`src/rtl/bist_loop.sv`:
```
module bist_loop #(
  parameter int          LFSR_W = 9,
  parameter int          TAP    = 5,
  parameter logic [8:0]  SEED   = 9'h1FF,
  parameter logic [7:0]  MARKER = 8'hBC
) (
  input  logic       clk,
  input  logic       rst_n,
  input  logic       tx_en,
  output logic [7:0] tx_data,
  output logic       tx_k,
  output logic       tx_done,
  input  logic       rx_en,
  input  logic [7:0] rx_data,
  input  logic       rx_k,
  output logic [2:0] rx_status
);
  localparam int             LOOP_LEN = (1 << LFSR_W) - 1;
  localparam logic [LFSR_W-1:0] LAST  = LFSR_W'(LOOP_LEN - 1);
  localparam logic [LFSR_W-1:0] INIT  = LFSR_W'(SEED);
  localparam logic [2:0] ST_HUNT = 3'b100;
  localparam logic [2:0] ST_OK   = 3'b000;
  localparam logic [2:0] ST_LAST = 3'b010;

  function automatic logic [LFSR_W-1:0] adv(input logic [LFSR_W-1:0] s);
    return {s[LFSR_W-2:0], s[LFSR_W-1] ^ s[TAP-1]};
  endfunction

  // generator
  logic              tx_mark;
  logic [LFSR_W-1:0] tx_lfsr, tx_cnt;
  wire tx_last = !tx_mark && (tx_cnt == LAST);

  assign tx_k    = tx_en && tx_mark;
  assign tx_data = !tx_en ? 8'h00 : (tx_mark ? MARKER : tx_lfsr[7:0]);
  assign tx_done = tx_en && tx_last;

  always_ff @(posedge clk or negedge rst_n) begin
    if (!rst_n) begin
      tx_mark <= 1'b1;
      tx_lfsr <= INIT;
      tx_cnt  <= '0;
    end else if (!tx_en) begin
      tx_mark <= 1'b1;
      tx_lfsr <= INIT;
      tx_cnt  <= '0;
    end else if (tx_mark) begin
      tx_mark <= 1'b0;
      tx_lfsr <= INIT;
      tx_cnt  <= '0;
    end else if (tx_last) begin
      tx_mark <= 1'b1;
      tx_lfsr <= INIT;
      tx_cnt  <= '0;
    end else begin
      tx_lfsr <= adv(tx_lfsr);
      tx_cnt  <= tx_cnt + 1'b1;
    end
  end

  // checker
  logic              rx_lock;
  logic [LFSR_W-1:0] rx_lfsr, rx_cnt;
  wire rx_is_mark = rx_k && (rx_data == MARKER);
  wire rx_match   = !rx_k && (rx_data == rx_lfsr[7:0]);

  always_ff @(posedge clk or negedge rst_n) begin
    if (!rst_n) begin
      rx_lock   <= 1'b0;
      rx_lfsr   <= INIT;
      rx_cnt    <= '0;
      rx_status <= ST_HUNT;
    end else if (!rx_en) begin
      rx_lock   <= 1'b0;
      rx_status <= ST_HUNT;
    end else if (!rx_lock) begin
      if (rx_is_mark) begin
        rx_lock   <= 1'b1;
        rx_lfsr   <= INIT;
        rx_cnt    <= '0;
        rx_status <= ST_OK;
      end else begin
        rx_status <= ST_HUNT;
      end
    end else if (!rx_match) begin
      rx_lock   <= 1'b0;
      rx_status <= ST_HUNT;
    end else if (rx_cnt == LAST) begin
      rx_lock   <= 1'b0;
      rx_status <= ST_LAST;
    end else begin
      rx_lfsr   <= adv(rx_lfsr);
      rx_cnt    <= rx_cnt + 1'b1;
      rx_status <= ST_OK;
    end
  end

  a_r1_idle_quiet: assert property (@(posedge clk) disable iff (!rst_n)
    !tx_en |-> (tx_data == 8'h00 && !tx_k && !tx_done));
  a_r4_single_pulse: assert property (@(posedge clk) disable iff (!rst_n)
    tx_done |=> !tx_done);
  a_r3_marker_after_loop: assert property (@(posedge clk) disable iff (!rst_n)
    tx_done |=> (!tx_en || (tx_k && tx_data == MARKER)));
  a_r5_legal_code: assert property (@(posedge clk) disable iff (!rst_n)
    rx_status == ST_HUNT || rx_status == ST_OK || rx_status == ST_LAST);
  a_r6_no_last_while_hunting: assert property (@(posedge clk) disable iff (!rst_n)
    (rx_en && !rx_lock) |=> rx_status != ST_LAST);
  a_r7_mismatch_drops: assert property (@(posedge clk) disable iff (!rst_n)
    (rx_en && rx_lock && !rx_match) |=> (rx_status == ST_HUNT && !rx_lock));
  a_r8_rx_disable: assert property (@(posedge clk) disable iff (!rst_n)
    !rx_en |=> rx_status == ST_HUNT);
endmodule

```
`config.mk`:
```
export PLATFORM = sky130hd
export DESIGN_NAME = bist_loop
export DESIGN_NICKNAME = d
export VERILOG_FILES = /design/src/rtl/bist_loop.sv
export SDC_FILE = /design/constraint.sdc
export NUM_CORES = 1
export LEC_CHECK = 0
export ABC_CLOCK_PERIOD_IN_PS = 2200
export BUFFER_PORTS_ARGS = -buffer_cell sky130_fd_sc_hd__buf_2
export CAP_MARGIN = 25
export CELL_PAD_IN_SITES_DETAIL_PLACEMENT = 1
export CELL_PAD_IN_SITES_GLOBAL_PLACEMENT = 1
export CORE_ASPECT_RATIO = 0.8
export CORE_UTILIZATION = 35
export CTS_CLUSTER_SIZE = 20
export DETAILED_ROUTE_END_ITERATION = 8
export PLACE_DENSITY = 0.65
export REMOVE_ABC_BUFFERS = 1
export SYNTH_ARGS = -nofsm -noshare
export SYNTH_HDL_FRONTEND = slang
export SYNTH_SLANG_ARGS = --single-unit
export TNS_END_PERCENT = 30
```
`constraint.sdc`:
```
create_clock -name clk -period 2.2 [get_ports clk]
set_input_delay 0.44 -clock clk [delete_from_list [all_inputs] [get_ports clk]]
set_output_delay 0.44 -clock clk [all_outputs]
set_load 0.1 [all_outputs]
```
==> qor.yml, run 1 <==
run_status: "completed"
arrival_ns: 1.61
timing.critical_path.from: "tx_cnt[0]"
cts_buffers: 5
grt_setup_unrepaired: "false"
fin_crit_ns: 2.05
whs_ns: 0.209
synthTopCellsByArea: "dfstp_2, dfrtp_1, xor2_1, o22a_1, xnor2_1"
rows: 24
drtAntennaViolNets: 0
synth_top_area_share_pct: 25.9
clock-sinks: 40
htreeDepth: 2
die_x_um: 87.1
wl_per_cell_um: 15.3
worst_setup_path_start_kind: "flip-flop"
fin_skew_ns: 0.00758
drcViolationCount: 0
nNetsFinal: 247
stdcell_count: 309
core-area_um2: 5530
num_vias: 1579
maxCapViolCount: 0
register_area_um2: 1030
multi_input_area_um2: 955
drv_slew: 0
crit_required_ns: 1.76
slew_headroom_pct: 65.7
drt-vias-per-instance: 5.11
r2r-start: "rx_lfsr[4]"
cts-root-buf: "clkbuf_8"
postRouteWirelength_mm: 4.72
clk_latency_ns: 0.29
final_util_pct: 44.2
ios: 26
netlist_area_um2: 2030
tightest_slew_ns: 0.515
die_height_um: 70.1
start_util_pct: 36.7
grt_start_max_net_pins: 41
cts_tree: "built"
clk_pin_slew_worst_paths_ns: 0.08
ys_warn_count: 0
crit_type: "reg -> out"
hold_violations: 0
place_inst: 300
synth_seq_area_share_pct: 50.6
min_period_over_period_pct: 93.0
place_area_um2: 2340
ys_ff_latch: 40
power-per-cell-area_nw_per_um2: 626
fmax_ghz: 0.489
endpoint_kind: "output pin"
hp-class: "in -> async"
synth_top_area_cell: "dfstp_2"
p_leak_uw: 0.00100
netlist_top_cells_count: "dfrtp_1, dfstp_2, nor2_1"
tns_ns: 0
syn_inst: 195
die_area_um2: 6100
antenna_found_initial: 0
antenna_cells: 0
place_congestion: 0.738
syn_avg_cell_area_um2: 10.4
nFillCells: 643
async_reset_ff_share_pct: 100
syn_to_final_growth_pct: 20.6
ys_dominant_reg_cell: "dfstp_2"
clk_path_buf_depth: 2
hold_buffers: 0
ys_types: 43
synth_edf_count: 0
port_buffers: 24
firstDrtPassIters: 4
dp.final_hpwl_mm: 3.38
fin_area_um2: 2440
peakVddDrop_v: 0.000269
grt_remaining_overflow: 0
grt_pass1_vias: 1608
path_max_fanout: 5
finalSetupViolCount: 0
grt_pass1_wl_mm: 8.06
grt_usage_pct: 17.3
drt_iter0_markers: 40
drive_gt1_share_pct: 32.9
[state kept, by name, indices dropped and copies added, names as in the netlist]
register,cells
tx_lfsr,9
tx_mark,1
rx_cnt,9
rx_lfsr,9
rx_status,2
tx_cnt,9
rx_lock,1
[path summary, 6_finish.rpt]
kind	end	slack [ns]	depth (start not counted)
worst max-delay path	tx_done	0.15	6
worst min-delay path	tx_cnt[1]	0.21	2
worst max register to register	rx_cnt[1]	0.28	6
worst min register to register	rx_lfsr[3]	0.53	1
max in group asynchronous	tx_lfsr[5]	1.63	2
min in group clk	tx_mark	0.40	2
[metrics by stage]
step           worst slack (ns)  total power (µW)
3_3_place_gp              0.212              1050
5_1_grt                  0.0615              1610
2_1_floorplan            -0.554               970
4_1_cts                 0.00506              1550
6_report                  0.154              1530
3_5_place_dp              0.216              1060
[layout by cell type (no fill, tap or decap), types with 3 or more instances in the layout]
cell and n:
nand4_1 9, and2_1 7, dfrtp_1 20, nor2_1 16, dfstp_2 20, inv_1 7
nand2_1 14, nand3_1 8, clkbuf_8 5, o21a_1 5, o21ai_1 5, xnor2_1 7
ha_1 4, or2_2 8, a22oi_1 3, buf_4 10, or4_1 3, o22a_1 8
and3_1 4, buf_2 20, buf_12 4, xor2_1 10, o31ai_1 3
[per-layer routing]
layer / GRT usage (%) / share of wire, %
met2: 25.7 / 46
met5: 0 / 0
met3: 4.37 / 2.8
met1: 24.8 / 51
met4: 5.00 / 0.61
[cells by family after synthesis]
kind of cell	after synthesis	share of synthesized area, %
XOR/XNOR	17	7.35
flip-flops	40	50.6
AND/OR/NAND/NOR	84	23.5
other	1	0.185
adder cells (fa/ha/maj)	4	2.47
buffers and inverters	13	2.78
AO/OA/AOI/OAI	36	13.1
[where the power goes]
group          leakage, µW  total [µW]  switching (µW)  internal [µW]
clock network    0.0000455         486             263            223
registers         0.000469         808            30.7            777
logic             0.000488         235             157           78.2
[cell type report]
| cell class | count | share of cell area (%) |
|---|---|---|
| timing repair buffer | 34 | 10.4 |
| multi-input combinational | 142 | 39.1 |
| clock inverter | 2 | 0.461 |
| inverter | 7 | 1.08 |
| tap | 78 | 3.99 |
| sequential | 40 | 42.0 |
| clock buffer | 6 | 2.97 |
[what timing repair did]
item,in CTS,in global routing
gates resized for setup,0,3
buffers inserted,0,1
setup endpoints to repair,0,1
[worst max-delay path, stage by stage (launching register included)]
cell	delay, ns
dfrtp_1	0.43
inv_1	0.07
ha_1	0.13
nand4_1	0.10
or2_4	0.28
nor2b_4	0.13
buf_12	0.18
Power figures use the tool's default switching activity.
==> inputs of run 2 (changes only) <==
Settings changed: CTS_BUF_LIST set to sky130_fd_sc_hd__clkbuf_4 sky130_fd_sc_hd__clkbuf_8 sky130_fd_sc_hd__clkbuf_16, MAX_ROUTING_LAYER set to met4, PLACE_DENSITY 0.65 to 0.6.
==> qor.yml, run 2 (synthesis gave the netlist of run 1 again) <==
worstPathCellList: "inv_1 > ha_1 > nand4_1 > or2_2 > nor2b_2 > buf_12"
ios: 26  # unchanged
htreeDepth: 2  # unchanged
cts_buffers: 5  # unchanged
clk_latency_ns: 0.28  # about the same
min_period_over_period_pct: 96.5  # +3.4 points
r2r-start: "rx_lfsr[4]"
drcViolationCount: 0  # unchanged
crit_type: "reg -> out"
power-per-cell-area_nw_per_um2: 631  # +0.83%
arrival_ns: 1.68  # +0.07 ns
worst_setup_path_start_kind: "flip-flop"
fin_skew_ns: 0.00399  # -0.00359 ns
syn_to_final_growth_pct: 20.0
grt_remaining_overflow: 0  # unchanged
firstDrtPassIters: 4  # unchanged
register_area_um2: 1030  # unchanged
die_height_um: 70.1  # unchanged
rrSetupSlack_ns: 0.20  # -0.08 ns
maxCapViolCount: 0  # unchanged
nNetsFinal: 246  # -0.40%
path_max_fanout: 4  # -1
grt_pass1_wl_mm: 7.96  # -1.2%
nFillCells: 642  # -0.16%
peakVddDrop_v: 0.000390  # +45%
cp-endpoint: "tx_done"
use_met3_pct: 3.78  # -0.59 points
whs_ns: 0.250  # +0.0414 ns
crit_required_ns: 1.76  # about the same
drt_iter0_markers: 35  # -13%
antenna_cells: 0  # unchanged
wl_per_cell_um: 15.1  # -1.2%
timing.final.ws_setup_ns: 0.0779  # -0.0756 ns
p_leak_uw: 0.000990  # -1.2%
postRouteWirelength_mm: 4.64  # -1.5%
grt_pass1_vias: 1629  # +1.3%
cp_slowest_cell: "dfrtp_1"
met2_usage_pct: 29.0  # +3.3 points
die_x_um: 87.1  # unchanged
power_uw: 1530  # +0.37%
start_util_pct: 36.7  # unchanged
r2r-end: "rx_cnt[8]"
clk_path_buf_depth: 2  # unchanged
top_usage_layer: "met2"
fmax_ghz: 0.471  # -3.6%
place_congestion: 0.810  # +9.8%
hp-class: "in -> async"
path_buf_inv: 2  # unchanged
endpoint_kind: "output pin"
fin_crit_ns: 2.12  # +0.0756 ns
clk_pin_slew_worst_paths_ns: 0.08  # about the same
rr_worst_depth: 5  # -1
slew_headroom_pct: 46.0  # -20 points
final_cell_mix: "buf_2, dfrtp_1, dfstp_2"
grt_setup_unrepaired: "false"
drt-vias-per-instance: 5.09  # -0.31%
final_util_pct: 44.0  # -0.20 points
grt_start_max_net_pins: 36  # -12%
cts-root-buf: "clkbuf_8"
rows: 24  # unchanged
antenna_found_initial: 0  # unchanged
place_inst: 299  # -0.33%
drtAntennaViolNets: 0  # unchanged
clock-sinks: 40  # unchanged
cts_tree: "built"
finalSetupViolCount: 0  # unchanged
die_area_um2: 6100  # unchanged
stdcell_count: 308  # -0.32%
run_status: "completed"
drive_gt1_share_pct: 32.6  # -0.29 points
dp_slack_ns: 0.123  # -0.0928 ns
path_delay_family: "simple AND/OR/NAND/NOR gates"
tightest_slew_ns: 0.810  # +0.295 ns
num_vias: 1569  # -0.63%
grt_usage_pct: 17.5  # +0.15 points
drv_slew: 0  # unchanged
port_buffers: 24  # unchanged
core-area_um2: 5530  # unchanged
hold_violations: 0  # unchanged
met1_usage_pct: 21.9  # -3.0 points
multi_input_area_um2: 947  # -0.79%
dp.final_hpwl_mm: 3.52  # +4.1%
timing.critical_path.from: "tx_cnt[0]"
path_depth: 6  # unchanged
max_stage_delay_ns: 0.40  # -0.03 ns
==> run 2: cell count changes in the layout (fill, tap and decap cells not counted) <==
cell and delta:
buf_4 -1, clkbuf_1 -1, clkbuf_4 +1, clkinv_1 +1, clkinv_2 -1, clkinvlp_4 +1, inv_4 -1, nor2b_2 +1
nor2b_4 -1, or2_2 +1, or2_4 -1
==> run 2: how the worst min path moves through the flow <==
stage	slack, ns	startpoint	depth (start not counted)	endpoint
6_report	0.25	rst_n	1	tx_cnt[0]
5_1_grt	0.29	rst_n	1	rx_status[1]
4_1_cts	0.27	rst_n	1	rx_status[1]
3_5_place_dp	0.53	rx_lfsr[6]	1	rx_lfsr[7]
3_3_place_gp	0.50	tx_cnt[0]	1	tx_cnt[0]
2_1_floorplan	0.14	rst_n	0	rx_cnt[0]
==> run 2: timing repair <==
action | in CTS | in global routing
gates resized for setup | 1 | 0
setup endpoints to repair | 1 | 0
hold buffers | 0 | 0
setup buffers | 1 | 0
==> run 2: report_power, final <==
group / switching [µW] / internal, µW
logic: 161 / 77.8
registers: 29.9 / 778
clock network: 256 / 233
total: 447 / 1090
==> run 2: stage by stage <==
step	TNS [ns]	area (µm²)
finish	0	2430
global route	0	2430
CTS	0	2430
detailed placement	0	2330
global placement	0	2330
floorplan	-0.554	2000
==> run 2: final cells by class <==
class | instances | area share [%]
multi-input combinational | 142 | 38.9
tap | 78 | 4.01
timing repair buffer | 33 | 10.2
inverter | 7 | 1.08
sequential | 40 | 42.2
clock buffer | 6 | 3.14
clock inverter | 2 | 0.463
==> run 2: metal layers <==
layer	up-vias	part of all wire, %
met5	-	0
met4	0	0.86
met3	4	2.7
met2	19	50
met1	787	47
li1	759	-
